<file path="src/rtl/calclk_pkg.sv">
package calclk_pkg;

  localparam int SR_W    = 48;
  localparam int INS_POS = 40;

  localparam int KIND_BIT = 2;
  localparam int STB_BIT  = 3;
  localparam int SCK_BIT  = 4;
  localparam int DIN_BIT  = 5;

  typedef enum logic [1:0] {
    RATE_SLOW = 2'd0,
    RATE_MID  = 2'd1,
    RATE_FAST = 2'd2,
    RATE_OFF  = 2'd3
  } rate_e;

  typedef struct packed {
    logic [6:0] year;
    logic [3:0] mon;
    logic [2:0] wday;
    logic [4:0] mday;
    logic [4:0] hour;
    logic [5:0] min;
    logic [5:0] sec;
  } caltime_t;

  // two-digit binary value to packed BCD, tens digit in the upper nibble
  function automatic logic [7:0] to_bcd(input logic [6:0] v);
    logic [6:0] tens;
    logic [6:0] ones;
    tens = v / 7'd10;
    ones = v % 7'd10;
    return {tens[3:0], ones[3:0]};
  endfunction

  function automatic logic [SR_W-1:0] pack_time(input caltime_t t);
    logic [SR_W-1:0] r;
    r        = '0;
    r[7:0]   = to_bcd({1'b0, t.sec});
    r[15:8]  = to_bcd({1'b0, t.min});
    r[23:16] = to_bcd({2'b0, t.hour});
    r[31:24] = to_bcd({2'b0, t.mday});
    r[35:32] = {1'b0, t.wday};
    r[39:36] = t.mon;
    r[47:40] = to_bcd(t.year);
    return r;
  endfunction

  function automatic logic [SR_W-1:0] shift_step(input logic [SR_W-1:0] sr,
                                                 input logic din);
    logic [SR_W-1:0] m;
    m          = sr;
    m[INS_POS] = m[INS_POS] | din;
    return m >> 1;
  endfunction

  function automatic int unsigned rate_period(input rate_e r, input int unsigned hz);
    case (r)
      RATE_SLOW: return hz / 64;
      RATE_MID:  return hz / 256;
      RATE_FAST: return hz / 2048;
      default:   return 0;
    endcase
  endfunction

endpackage

</file>
<file path="src/rtl/calclk_cmd_decode.sv">
module calclk_cmd_decode
  import calclk_pkg::*;
(
  input  logic       clk,
  input  logic       rst_n,
  input  logic       cmd_we,
  input  logic [7:0] cmd_wdata,
  output logic       load_o,
  output logic       shift_o,
  output logic       din_o,
  output rate_e      rate_o
);

  logic [7:0] prev_q;
  logic [1:0] mode_q;
  rate_e      rate_q;

  // named internal events
  logic       strobe_fall;
  logic       sclk_rise;
  logic       is_rate_cmd;
  logic [1:0] mode_eff;

  assign strobe_fall = cmd_we && prev_q[STB_BIT] && !cmd_wdata[STB_BIT] && !prev_q[SCK_BIT];
  assign sclk_rise   = cmd_we && !prev_q[SCK_BIT] && cmd_wdata[SCK_BIT];
  assign is_rate_cmd = prev_q[KIND_BIT];

  always_comb begin
    mode_eff = mode_q;
    if (strobe_fall && !is_rate_cmd) mode_eff = prev_q[1:0];
  end

  assign load_o  = strobe_fall && !is_rate_cmd && (prev_q[1:0] == 2'd3);
  assign shift_o = sclk_rise && (mode_eff == 2'd1);
  assign din_o   = prev_q[DIN_BIT];
  assign rate_o  = rate_q;

  always_ff @(posedge clk or negedge rst_n) begin
    if (!rst_n) begin
      prev_q <= 8'h10;
      mode_q <= 2'd0;
      rate_q <= RATE_OFF;
    end else if (cmd_we) begin
      prev_q <= cmd_wdata;
      if (strobe_fall) begin
        if (is_rate_cmd) rate_q <= rate_e'(prev_q[1:0]);
        else             mode_q <= prev_q[1:0];
      end
    end
  end

  a_r10_sclk_high_blocks: assert property (@(posedge clk) disable iff (!rst_n)
    (cmd_we && prev_q[SCK_BIT]) |=> ($stable(mode_q) && $stable(rate_q)));

  a_r2_idle_holds_state: assert property (@(posedge clk) disable iff (!rst_n)
    !cmd_we |=> ($stable(mode_q) && $stable(rate_q) && $stable(prev_q)));

  a_r4_rate_keeps_mode: assert property (@(posedge clk) disable iff (!rst_n)
    (cmd_we && is_rate_cmd) |=> $stable(mode_q));

endmodule

</file>
<file path="src/rtl/calclk_shifter.sv">
module calclk_shifter
  import calclk_pkg::*;
(
  input  logic     clk,
  input  logic     rst_n,
  input  logic     load_i,
  input  logic     shift_i,
  input  logic     din_i,
  input  caltime_t now_i,
  output logic     sout_o
);

  logic [SR_W-1:0] sr_q;

  always_ff @(posedge clk or negedge rst_n) begin
    if (!rst_n)       sr_q <= '0;
    else if (load_i)  sr_q <= pack_time(now_i);
    else if (shift_i) sr_q <= shift_step(sr_q, din_i);
  end

  assign sout_o = sr_q[0];

  a_r8_hold_without_event: assert property (@(posedge clk) disable iff (!rst_n)
    (!load_i && !shift_i) |=> $stable(sr_q));

  a_r6_top_bit_empties: assert property (@(posedge clk) disable iff (!rst_n)
    (shift_i && !load_i) |=> !sr_q[SR_W-1]);

  a_r11_seconds_bcd: assert property (@(posedge clk) disable iff (!rst_n)
    (load_i && now_i.sec < 6'd60) |=> (sr_q[3:0] <= 4'd9 && sr_q[7:4] <= 4'd5));

endmodule

</file>
<file path="src/rtl/calclk_ticker.sv">
module calclk_ticker
  import calclk_pkg::*;
#(
  parameter int unsigned CLK_HZ = 1048576
) (
  input  logic  clk,
  input  logic  rst_n,
  input  rate_e rate_i,
  output logic  tick_o
);

  localparam int unsigned P_SLOW = CLK_HZ / 64;
  localparam int unsigned P_MID  = CLK_HZ / 256;
  localparam int unsigned P_FAST = CLK_HZ / 2048;
  localparam int unsigned CNT_W  = $clog2(P_SLOW + 1);

  logic [CNT_W-1:0] cnt_q;
  logic [CNT_W-1:0] limit;
  logic             wrap;

  always_comb begin
    case (rate_i)
      RATE_SLOW: limit = CNT_W'(P_SLOW - 1);
      RATE_MID:  limit = CNT_W'(P_MID - 1);
      RATE_FAST: limit = CNT_W'(P_FAST - 1);
      default:   limit = '0;
    endcase
  end

  assign wrap = (rate_i != RATE_OFF) && (cnt_q >= limit);

  always_ff @(posedge clk or negedge rst_n) begin
    if (!rst_n) begin
      cnt_q  <= '0;
      tick_o <= 1'b0;
    end else if (rate_i == RATE_OFF) begin
      cnt_q  <= '0;
      tick_o <= 1'b0;
    end else begin
      tick_o <= wrap;
      cnt_q  <= wrap ? '0 : cnt_q + 1'b1;
    end
  end

  a_r3_single_cycle: assert property (@(posedge clk) disable iff (!rst_n)
    tick_o |=> !tick_o);

  a_r2_stopped_silent: assert property (@(posedge clk) disable iff (!rst_n)
    (rate_i == RATE_OFF) |=> !tick_o);

  a_r3_count_bounded: assert property (@(posedge clk) disable iff (!rst_n)
    cnt_q < CNT_W'(P_SLOW));

endmodule

</file>
<file path="src/rtl/calclk_top.sv">
module calclk_top
  import calclk_pkg::*;
#(
  parameter int unsigned CLK_HZ = 1048576
) (
  input  logic       clk,
  input  logic       rst_n,
  input  logic       cmd_we,
  input  logic [7:0] cmd_wdata,
  input  logic [5:0] now_sec,
  input  logic [5:0] now_min,
  input  logic [4:0] now_hour,
  input  logic [4:0] now_mday,
  input  logic [2:0] now_wday,
  input  logic [3:0] now_mon,
  input  logic [6:0] now_year,
  output logic [7:0] status_byte,
  output logic       tick
);

  logic     load_w;
  logic     shift_w;
  logic     din_w;
  logic     sout_w;
  rate_e    rate_w;
  caltime_t now_w;

  always_comb begin
    now_w.sec  = now_sec;
    now_w.min  = now_min;
    now_w.hour = now_hour;
    now_w.mday = now_mday;
    now_w.wday = now_wday;
    now_w.mon  = now_mon;
    now_w.year = now_year;
  end

  calclk_cmd_decode u_dec (
    .clk       (clk),
    .rst_n     (rst_n),
    .cmd_we    (cmd_we),
    .cmd_wdata (cmd_wdata),
    .load_o    (load_w),
    .shift_o   (shift_w),
    .din_o     (din_w),
    .rate_o    (rate_w)
  );

  calclk_shifter u_sh (
    .clk     (clk),
    .rst_n   (rst_n),
    .load_i  (load_w),
    .shift_i (shift_w),
    .din_i   (din_w),
    .now_i   (now_w),
    .sout_o  (sout_w)
  );

  calclk_ticker #(.CLK_HZ(CLK_HZ)) u_tk (
    .clk    (clk),
    .rst_n  (rst_n),
    .rate_i (rate_w),
    .tick_o (tick)
  );

  assign status_byte = 8'hF8 | {7'd0, sout_w};

  a_r1_load_needs_strobe: assert property (@(posedge clk) disable iff (!rst_n)
    load_w |-> (cmd_we && !cmd_wdata[STB_BIT]));

  a_r7_status_idle_stable: assert property (@(posedge clk) disable iff (!rst_n)
    !cmd_we |=> $stable(status_byte));

endmodule

</file>
<file path="config.mk">
export PLATFORM = sky130hd
export DESIGN_NAME = calclk_top
export DESIGN_NICKNAME = d
export VERILOG_FILES = /design/src/rtl/calclk_pkg.sv /design/src/rtl/calclk_cmd_decode.sv /design/src/rtl/calclk_shifter.sv /design/src/rtl/calclk_ticker.sv /design/src/rtl/calclk_top.sv
export SDC_FILE = /design/constraint.sdc
export NUM_CORES = 1
export LEC_CHECK = 0
export ABC_AREA = 1
export BUFFER_PORTS_ARGS = -buffer_cell sky130_fd_sc_hd__clkbuf_2
export CORE_ASPECT_RATIO = 1.2
export CORE_MARGIN = 4
export CORE_UTILIZATION = 40
export CTS_BUF_LIST = sky130_fd_sc_hd__clkbuf_8
export CTS_CLUSTER_DIAMETER = 30
export DETAILED_ROUTE_END_ITERATION = 10
export GPL_TIMING_DRIVEN = 0
export PLACE_DENSITY_LB_ADDON = 0.15
export SYNTH_ARGS = -nofsm -noshare
export SYNTH_HDL_FRONTEND = slang
export SYNTH_HIERARCHICAL = 1
export SYNTH_SLANG_ARGS = --single-unit
</file>
<file path="constraint.sdc">
create_clock -name clk -period 3.8 [get_ports clk]
set_clock_uncertainty 0.2 [all_clocks]
set_input_delay 0.76 -clock clk [delete_from_list [all_inputs] [get_ports clk]]
set_output_delay 0.76 -clock clk [all_outputs]
set_load 0.005 [all_outputs]
</file>
==> impl_metrics.csv, run 1 <==
group,metric,value,unit
timing,fin_crit,2.86,ns
setup_path,cp-end-kind,"flip-flop",
timing,drv_slew,0,
clocking,cts-resized-gates,0,
drt,wl_per_cell,13.3,um
place,place.gp.congestion,0.796,
timing,finalSetupViolCount,0,
clocking,cts_root_buf,"clkbuf_8",
yosys,synth_edf_count,0,
clocking,cts.sinks,74,
yosys,avgSynthCellArea,7.76,um2
floorplanning,dieArea,0.0140,mm2
timing,maxSlewHeadroom,0.583,
yosys,yosysWarnings,6,
setup_path,regToRegStartpoint,"u_dec/prev_q[4]$_DFFE_PN1P_",
global_routing,grt_pass1_vias,4294,
final_layout,final_cells,853,
timing,hold_violations,0,
timing,whs,0.209,ns
power,ir_worst_vdd,0.192,mV
final_layout,layout_common_cells,"nand2_1 (131), inv_1 (86), dfrtp_1 (71), nor2_1 (49), clkbuf_2 (45)",
yosys,synth-seq-area-share,0.381,
yosys,yosysUniqueCellTypes,53,
final_layout,mostFrequentLayoutCell,"nand2_1",
status,status,"finished, final reports clean",
yosys,synthFlopType,"dfrtp_1",
clocking,cts_max_level,3,
setup_path,crit_required,3.84,ns
power,power_density,489,mW/mm2
timing,fin_ws,0.938,ns
yosys,async_flop_share,1.00,
final_layout,filler_cell_count,1241,
clocking,cts_tree,"built",
clocking,cts_setup_buffers,0,
power,intPower,0.00178,W
setup_path,reg2reg_setup_slack,1.00,ns
setup_path,path_max_fanout,10,
clocking,numCtsBuffers,9,
place,placed_area,0.00534,mm2
place,dpl.hpwl,8620,um
global_routing,grt_util_all_layers,0.177,
yosys,ys_seq_elements,74,
timing,finalCritPeriodShare,0.753,
drt,drtIter0Drc,242,
power,clkPwrFrac,0.218,
global_routing,gr-total-overflow,0,
final_layout,antenna_cells,0,
power,power_switching,0.000926,W
floorplanning,rows,43,
clocking,path_clk_slew,0.07,ns
final_layout,drive_above_1_share,0.210,
final_layout,nNetsFinal,755,
drt,via_per_inst,4.98,
timing,worst_slew_pin_slew,0.625,ns
drt,final_antenna_net_count,0,
global_routing,grt_max_degree,41,
place,place_inst,837,
setup_path,crit_slowest_cell,"clkbuf_1",
flow_run,maxCapViolCount,0,
final_layout,multi_input_area,0.00253,mm2
setup_path,cp_num_buf_inv,6,
floorplanning,core_area,0.0117,mm2
global_routing,grt_pass1_wl,19800,um
timing,fmax,349,MHz
final_layout,area_growth,13.5,%
setup_path,crit_chain,"clkbuf_2, inv_1, nand2_2, nor2_4, nand3_2, nand2_2, inv_2, nor2_2, inv_1, nor2_1, clkinv_1, clkbuf_1, o21ai_0",
setup_path,critical_path_class,"primary input to flip-flop",
yosys,synth_cells,628,
place,dpl_worst_slack,0.600,ns
yosys,synth.cell_area,0.00487,mm2
final_layout,post-route-cell-area,0.00553,mm2
timing,setup_tns,0,ns
setup_path,critical_path.top_delay_family,"buffers and inverters",
final_layout,regArea,0.00186,mm2
setup_path,worstPathArrival,2.91,ns
floorplanning,die_h,129,um
clocking,clk_latency,0.34,ns
place,numPortBuffers,46,
global_routing,antenna_found_initial,0,
drt,route.detailed.drc,0,
setup_path,start_kind,"primary input",
drt,drt-total-wl,11400,um
floorplanning,ios,56,
power,power_frac_seq,0.460,
timing,rsz0062_at_grt,"no",
worst_hold_path,min_path_type,"primary input to async pin",
floorplanning,die_w,109,um
drt,drt-pass1-iter-count,4,
power,power_frac_comb,0.322,
setup_path,cp_slowest_stage_delay,0.38,ns
setup_path,startpoint,"cmd_wdata[3]",
clocking,hold_buffers,0,
floorplanning,start_util,0.415,
drt,vias,4252,
power,switching_share,0.343,
clocking,clockBufferDepth,2,
power,cellLeakagePower,2.76,nW
==> state kept, by name, indices dropped and copies added (netlist names) <==
signal	flops
u_sh/sr_q	48
u_tk/cnt_q	15
u_dec/prev_q	6
u_dec/mode_q	2
u_dec/rate_o	2
u_tk/tick_o	1
==> worst reg2reg max path: stages (launching register included) <==
cell      delay [ns]
dfstp_2         0.55
inv_1           0.05
nand2_1         0.09
nor2_4          0.05
nand3_1         0.08
nand3_1         0.09
nor2_2          0.31
inv_1           0.10
nor2_1          0.19
clkinv_1        0.34
clkbuf_1        0.38
o21ai_0         0.27
==> layer usage <==
| metal | track usage | share of wire | routed length, um |
|---|---|---|---|
| met1 | 0.216 | 0.43 | 4890 |
| met2 | 0.318 | 0.52 | 5880 |
| met3 | 0.0241 | 0.040 | 455 |
| met4 | 0.0632 | 0.014 | 156 |
| met5 | 0 | 0 | 0 |
==> final cells by class <==
cell class	count	share of cell area
inverters	93	0.0636
flip-flops and latches	74	0.336
clock inverters	6	0.00928
clock buffers	10	0.0249
plain buffers	26	0.0278
repair buffers	47	0.0457
multi-input cells	440	0.457
well taps	157	0.0355
==> stage by stage <==
stage,utilization,power (W)
after floorplan,-,0.00191
after global placement,0.453,0.00209
after detailed placement,0.455,0.00213
after CTS,0.471,0.00274
after global routing,0.471,0.00294
final,0.471,0.00270
==> power by group through the flow <==
stage                     Sequential (W)  Clock, W  Combinational (W)
after detailed placement         0.00126         0           0.000876
final                            0.00124  0.000589           0.000871
after floorplan                  0.00122         0           0.000689
after CTS                        0.00124  0.000613           0.000881
after global routing             0.00128  0.000649            0.00101
after global placement           0.00125         0           0.000838
==> cell families (layout without fill, tap and decap cells) <==
kind of cell | Yosys count | after routing | synth area share
AO/OA/AOI/OAI | 108 | 108 | 0.141
XOR/XNOR | 14 | 14 | 0.0267
adder cells (fa/ha/maj) | 17 | 17 | 0.0437
buffers and inverters | 119 | 182 | 0.104
flip-flops | 74 | 74 | 0.381
multiplexers | 2 | 2 | 0.00437
other | 2 | 7 | 0.00154
AND/OR/NAND/NOR | 292 | 292 | 0.298
==> worst paths after layout <==
check                                               to  depth (start not counted)
setup / recovery             u_sh/sr_q[38]$_DFFE_PN0P_                         13
hold / removal                u_tk/cnt_q[10]$_DFF_PN0_                          1
setup reg to reg             u_sh/sr_q[38]$_DFFE_PN0P_                         11
hold reg to reg            u_dec/mode_q[1]$_DFFE_PN0P_                          2
max in group asynchronous     u_sh/sr_q[2]$_DFFE_PN0P_                          2
min in group clk           u_dec/mode_q[1]$_DFFE_PN0P_                          2
==> cell usage after synthesis, types with 11 or more instances <==
| cell type | n | share of area |
|---|---|---|
| o22ai_1 | 11 | 0.014 |
| inv_1 | 83 | 0.064 |
| nand2_1 | 131 | 0.10 |
| dfrtp_1 | 71 | 0.36 |
| xor2_1 | 12 | 0.022 |
| o21ai_0 | 29 | 0.030 |
| nor2_1 | 49 | 0.038 |
| nand3_1 | 38 | 0.039 |
| o211ai_1 | 13 | 0.020 |
| ha_1 | 17 | 0.044 |
| nand4_1 | 12 | 0.015 |
| nor2_4 | 11 | 0.025 |
| a21oi_1 | 22 | 0.023 |
| clkbuf_1 | 12 | 0.0092 |
| nand2_2 | 16 | 0.021 |
Note: power is estimated with default switching activity, not from simulation.
==> inputs of run 2 (changes only) <==
clock period = 2.8 ns   (was 3.8 ns; I/O delays follow)
==> impl_metrics.csv, run 2 (synthesized netlist as in run 1, its figures left out) <==
group,metric,value,unit
final_layout,largest_register_ffs,48,
drt,final_antenna_net_count,0,
final_layout,final_cells,854,
drt,drt-pass1-iter-count,5,
global_routing,antenna_found_initial,0,
setup_path,cp_slowest_stage_delay,0.21,ns
timing,worst_slew_pin_slew,0.643,ns
final_layout,antenna_cells,0,
global_routing,grt_pass1_wl,19800,um
timing,fmax,384,MHz
drt,route.detailed.drc,0,
global_routing,grtUsageMet3,0.0241,
timing,fin_crit,2.60,ns
setup_path,start_kind,"primary input",
power,clkPwrFrac,0.218,
floorplanning,rows,43,
floorplanning,start_util,0.415,
timing,finalCritPeriodShare,0.930,
final_layout,mostFrequentLayoutCell,"nand2_1",
drt,drtIter0Drc,247,
setup_path,reg2reg_setup_slack,0.27,ns
power,ir_worst_vdd,0.261,mV
power,cellLeakagePower,2.78,nW
global_routing,grt_util_all_layers,0.177,
floorplanning,ios,56,
timing,maxSlewHeadroom,0.571,
drt,wl_per_cell,13.4,um
global_routing,grtUsageMet2,0.318,
floorplanning,die_h,129,um
global_routing,grt_max_degree,41,
final_layout,reg_top3,"u_sh/sr_q (48), u_tk/cnt_q (15), u_dec/prev_q (6)",
clocking,clk_latency,0.34,ns
final_layout,filler_cell_count,1236,
timing,finalSetupViolCount,0,
setup_path,worstPathArrival,2.64,ns
power,power_switching,0.00127,W
final_layout,drive_above_1_share,0.222,
setup_path,critical_path_class,"primary input to flip-flop",
setup_path,path_max_fanout,5,
drt,vias,4261,
place,dpl_worst_slack,-0.200,ns
final_layout,area_growth,14.2,%
timing,drv_slew,0,
clocking,cts_tree,"built",
power,finalPower,0.00368,W
setup_path,crit_top_cell,"nand2_1",
drt,via_per_inst,4.99,
setup_path,r2r-end,"u_sh/sr_q[7]$_DFFE_PN0P_",
clocking,cts.sinks,74,
setup_path,regToRegStartpoint,"u_dec/prev_q[4]$_DFFE_PN1P_",
global_routing,gr-total-overflow,0,
final_layout,regMostFlops,"u_sh/sr_q",
global_routing,use_met1,0.216,
drt,drt-total-wl,11500,um
floorplanning,dieArea,0.0140,mm2
power,power_density,661,mW/mm2
final_layout,layout_common_cells,"nand2_1 (129), inv_1 (86), dfrtp_1 (71), nor2_1 (48), clkbuf_2 (47)",
floorplanning,die_w,109,um
clocking,path_clk_slew,0.07,ns
setup_path,rr_worst_depth,11,
setup_path,crit_required,2.83,ns
setup_path,crit_slowest_cell,"o21ai_4",
power,power_frac_seq,0.459,
status,status,"finished, final reports clean",
clocking,clockBufferDepth,2,
clocking,numCtsBuffers,9,
place,dpl.hpwl,8620,um
timing,rsz0062_at_grt,"no",
place,place_inst,837,
place,place.gp.congestion,0.796,
timing,whs,0.00660,ns
timing,hold_violations,0,
final_layout,nNetsFinal,756,
power,switching_share,0.344,
setup_path,crit_chain,"clkbuf_2, inv_1, ha_2, o21ai_4, nand2_2, nand2_1, inv_1, a21oi_2, nand3_1, and2_1, ha_1, nand3b_2, nand2_1, inv_2, nand3_1, nand3_1, nand2_1, nand2_1",
global_routing,grt_pass1_vias,4294,
timing,fin_ws,0.197,ns
clocking,cts_max_level,3,
power,power_frac_comb,0.324,
power,intPower,0.00242,W
timing,setup_tns,0,ns
place,numPortBuffers,46,
clocking,cts_root_buf,"clkbuf_8",
flow_run,maxCapViolCount,0,
worst_hold_path,min_path_type,"primary input to async pin",
global_routing,busiest_layer,"met2",
floorplanning,core_area,0.0117,mm2
setup_path,cp-end-kind,"flip-flop",
-- run 2: changes by cell type in the layout (fill, tap and decap cells not counted) --
cell      delta
inv_2        +1
nor2_1       -1
o21ai_4      +1
clkbuf_1     -2
o21ai_1      -1
clkinv_1     -1
nand2_1      -2
nor2_4       +1
nand2_2      +2
buf_4        +1
clkbuf_2     +2
ha_1         -1
ha_2         +1
-- run 2: per-layer routing --
metal / up-vias / wire length, um
met2: 78 / 5950
met5: - / 0
li1: 2158 / -
met4: 0 / 185
met1: 2011 / 4880
met3: 14 / 461
-- run 2: repair_timing --
action                                  in CTS  in global routing
pin swaps                                    0                  4
hold buffers                                 0                  0
gates resized for setup                      1                 10
buffers inserted                             0                  1
endpoints found under the setup margin       2                 14
hold endpoints to repair                     0                  0
-- run 2: layout make-up --
class / count / area, um2 / share of cell area
Inverter: 93 / 352 / 0.0632
Buffer: 26 / 156 / 0.0281
Tap cell: 157 / 196 / 0.0353
Clock buffer: 10 / 138 / 0.0247
Multi-Input combinational cell: 440 / 2550 / 0.459
Sequential cell: 74 / 1860 / 0.333
Timing Repair Buffer: 48 / 260 / 0.0468
Clock inverter: 6 / 51.3 / 0.00922
-- run 2: power by group through the flow --
| stage | Clock, W | Combinational, W | Sequential [W] |
|---|---|---|---|
| 2_1_floorplan | 0 | 0.000935 | 0.00165 |
| 3_5_place_dp | 0 | 0.00119 | 0.00170 |
| 6_report | 0.000801 | 0.00119 | 0.00169 |
| 4_1_cts | 0.000832 | 0.00120 | 0.00169 |
| 3_3_place_gp | 0 | 0.00114 | 0.00169 |
| 5_1_grt | 0.000881 | 0.00138 | 0.00174 |
-- run 2: per-stage QoR --
stage / area [um2] / util
after floorplan: 4890 / -
after global placement: 5320 / 0.453
after detailed placement: 5340 / 0.455
after CTS: 5530 / 0.471
after global routing: 5560 / 0.474
final: 5560 / 0.474
-- run 2: worst max path at each step --
stage	startpoint	end	slack, ns	cells after the start
floorplan	now_sec[4]	u_sh/sr_q[1]$_DFFE_PN0P_	0.17	17
global placement	cmd_wdata[3]	u_sh/sr_q[19]$_DFFE_PN0P_	-0.19	13
detailed placement	cmd_wdata[3]	u_sh/sr_q[44]$_DFFE_PN0P_	-0.20	13
CTS	u_dec/prev_q[4]$_DFFE_PN1P_	u_sh/sr_q[38]$_DFFE_PN0P_	0.05	11
global route	now_min[4]	u_sh/sr_q[9]$_DFFE_PN0P_	0.0006	20
finish	now_sec[4]	u_sh/sr_q[1]$_DFFE_PN0P_	0.20	18
-- run 2: worst max-delay path: cells and delay by family --
kind,cells,cell delay (ns)
compound gates,2,0.36
fa+ha+maj,2,0.38
simple gates,10,1.03
buf+inv,4,0.31
==> inputs of run 3 (changes only) <==
clock period = 2.5 ns   (was 2.8 ns; I/O delays follow)
==> impl_metrics.csv, run 3 (synthesized netlist as in run 1, its figures left out) <==
group,metric,value,unit
final_layout,area_growth,20.5,%
timing,whs,0.161,ns
clocking,cts_root_buf,"clkbuf_8",
final_layout,post-route-cell-area,0.00587,mm2
drt,wl_per_cell,13.5,um
setup_path,crit_required,2.58,ns
place,placed_area,0.00538,mm2
clocking,cts_max_level,3,
clocking,numCtsBuffers,9,
final_layout,filler_cell_count,1216,
timing,hold_violations,0,
global_routing,grt_pass1_vias,4291,
final_layout,reg_top3,"u_sh/sr_q (48), u_tk/cnt_q (15), u_dec/prev_q (6)",
timing,finalSetupViolCount,0,
timing,drv_slew,0,
floorplanning,dieArea,0.0140,mm2
worst_hold_path,hp-start,"cmd_wdata[5]",
timing,fmax,413,MHz
worst_hold_path,worstHoldPathCells,3,
place,numPortBuffers,46,
worst_hold_path,min_to,"u_dec/prev_q[5]$_DFFE_PN0P_",
global_routing,grt_util_all_layers,0.175,
drt,drtIter0Drc,179,
global_routing,antenna_found_initial,0,
timing,rsz0062_at_grt,"yes",
flow_run,maxCapViolCount,0,
place,dpl.hpwl,8680,um
drt,via_per_inst,4.99,
floorplanning,rows,43,
clocking,clk_latency,0.35,ns
drt,drt-pass1-iter-count,4,
timing,worst_slew_pin_slew,0.600,ns
final_layout,mostFrequentLayoutCell,"nand2_1",
final_layout,regMostFlops,"u_sh/sr_q",
clocking,clockBufferDepth,2,
timing,fin_ws,0.0815,ns
place,dpl_worst_slack,-0.500,ns
final_layout,drive_above_1_share,0.278,
floorplanning,start_util,0.415,
worst_hold_path,min_path_type,"primary input to flip-flop",
global_routing,gr-total-overflow,0,
power,power_density,738,mW/mm2
setup_path,critical_path_class,"primary input to flip-flop",
setup_path,cp-end-kind,"flip-flop",
clocking,cts_tree,"built",
final_layout,antenna_cells,0,
setup_path,r2r-end,"u_tk/cnt_q[6]$_DFF_PN0_",
place,place.gp.congestion,0.811,
setup_path,rr_worst_depth,10,
final_layout,largest_register_ffs,48,
clocking,path_clk_slew,0.08,ns
clocking,cts.sinks,74,
global_routing,grt_pass1_wl,19600,um
setup_path,regToRegStartpoint,"u_dec/rate_o[1]$_DFFE_PN1P_",
drt,drt-total-wl,11700,um
setup_path,path_max_fanout,5,
floorplanning,die_w,109,um
timing,finalCritPeriodShare,0.967,
timing,fin_crit,2.42,ns
floorplanning,die_h,129,um
floorplanning,core_area,0.0117,mm2
drt,vias,4340,
power,cellLeakagePower,2.89,nW
setup_path,worstPathArrival,2.50,ns
power,ir_worst_vdd,0.392,mV
timing,maxSlewHeadroom,0.600,
status,status,"finished, final reports clean",
final_layout,layout_common_cells,"nand2_1 (124), inv_1 (81), dfrtp_1 (71), clkbuf_2 (50), nor2_1 (47)",
floorplanning,ios,56,
setup_path,start_kind,"primary input",
final_layout,nNetsFinal,771,
global_routing,grt_max_degree,57,
drt,route.detailed.drc,0,
setup_path,reg2reg_setup_slack,0.18,ns
final_layout,utilization,0.500,
drt,final_antenna_net_count,0,
==> run 3: cell count changes in the layout (fill, tap and decap cells not counted), moves of 3 or more <==
cell and change:
buf_4 +16, nand2_2 +4, inv_1 -5, clkbuf_1 -6
nand2_1 -5, nand3_2 +4, clkbuf_2 +3, nand3_1 -4
ha_4 +4, ha_1 -3, clkinvlp_4 +3
==> run 3: layer usage <==
metal / global-route usage / vias up / share of wire / routed length (um)
met2: 0.322 / 76 / 0.53 / 6220
met4: 0.0609 / 0 / 0.015 / 176
met3: 0.0296 / 12 / 0.030 / 355
met5: 0 / - / 0 / 0
li1: - / 2195 / - / -
met1: 0.203 / 2057 / 0.42 / 4960
==> run 3: how the worst max path moves through the flow <==
stage	from	to	slack, ns	depth (start not counted)
3_3_place_gp	cmd_wdata[3]	u_sh/sr_q[0]$_DFFE_PN0P_	-0.45	14
5_1_grt	now_min[4]	u_sh/sr_q[9]$_DFFE_PN0P_	-0.07	21
4_1_cts	u_dec/prev_q[4]$_DFFE_PN1P_	u_sh/sr_q[38]$_DFFE_PN0P_	-0.0009	11
2_1_floorplan	now_min[4]	u_sh/sr_q[9]$_DFFE_PN0P_	0.005	18
3_5_place_dp	cmd_wdata[3]	u_sh/sr_q[19]$_DFFE_PN0P_	-0.50	13
6_report	now_sec[4]	u_sh/sr_q[2]$_DFFE_PN0P_	0.08	17
==> run 3: stage by stage <==
step	power (W)	instances	TNS, ns
after floorplan	0.00291	633	0
after global placement	0.00319	836	-9.47
after detailed placement	0.00326	837	-11.71
after CTS	0.00431	854	-0.000855
after global routing	0.00468	869	-0.257
final	0.00433	869	0
==> run 3: report_power, final <==
group	switching, W	internal (W)	leakage [nW]
registers	0.000226	0.00166	0.907
clock network	0.000470	0.000559	0.103
logic	0.000800	0.000612	1.88
==> run 3: worst max-delay path: stages <==
cell	delay (ns)
buf_4	0.11
inv_2	0.06
ha_4	0.16
o21ai_4	0.23
nand2_2	0.12
nand2_2	0.08
inv_2	0.05
a21oi_4	0.18
nand3_2	0.10
and2_4	0.18
ha_4	0.15
nand3b_4	0.15
nand2_2	0.07
inv_2	0.04
nand2_2	0.07
nand3b_1	0.10
a21oi_2	0.16
==> run 3: what timing repair did <==
| action | CTS | global route |
|---|---|---|
| setup endpoints to repair | 37 | 43 |
| pin swaps | 1 | 21 |
| buffers inserted | 0 | 15 |
| endpoints found under the hold margin | 15 | 0 |
| hold buffers | 1 | 0 |
| gates resized for setup | 8 | 45 |
==> run 3: area by class of cell <==
type | count | area [um2] | share of cell area
buffer | 26 | 168 | 0.0286
clock buffer | 9 | 124 | 0.0211
clock inverter | 7 | 95.1 | 0.0162
inverter | 93 | 353 | 0.0601
multi-input combinational | 440 | 2690 | 0.458
sequential | 74 | 1860 | 0.316
tap | 157 | 196 | 0.0335
timing repair buffer | 63 | 388 | 0.0661
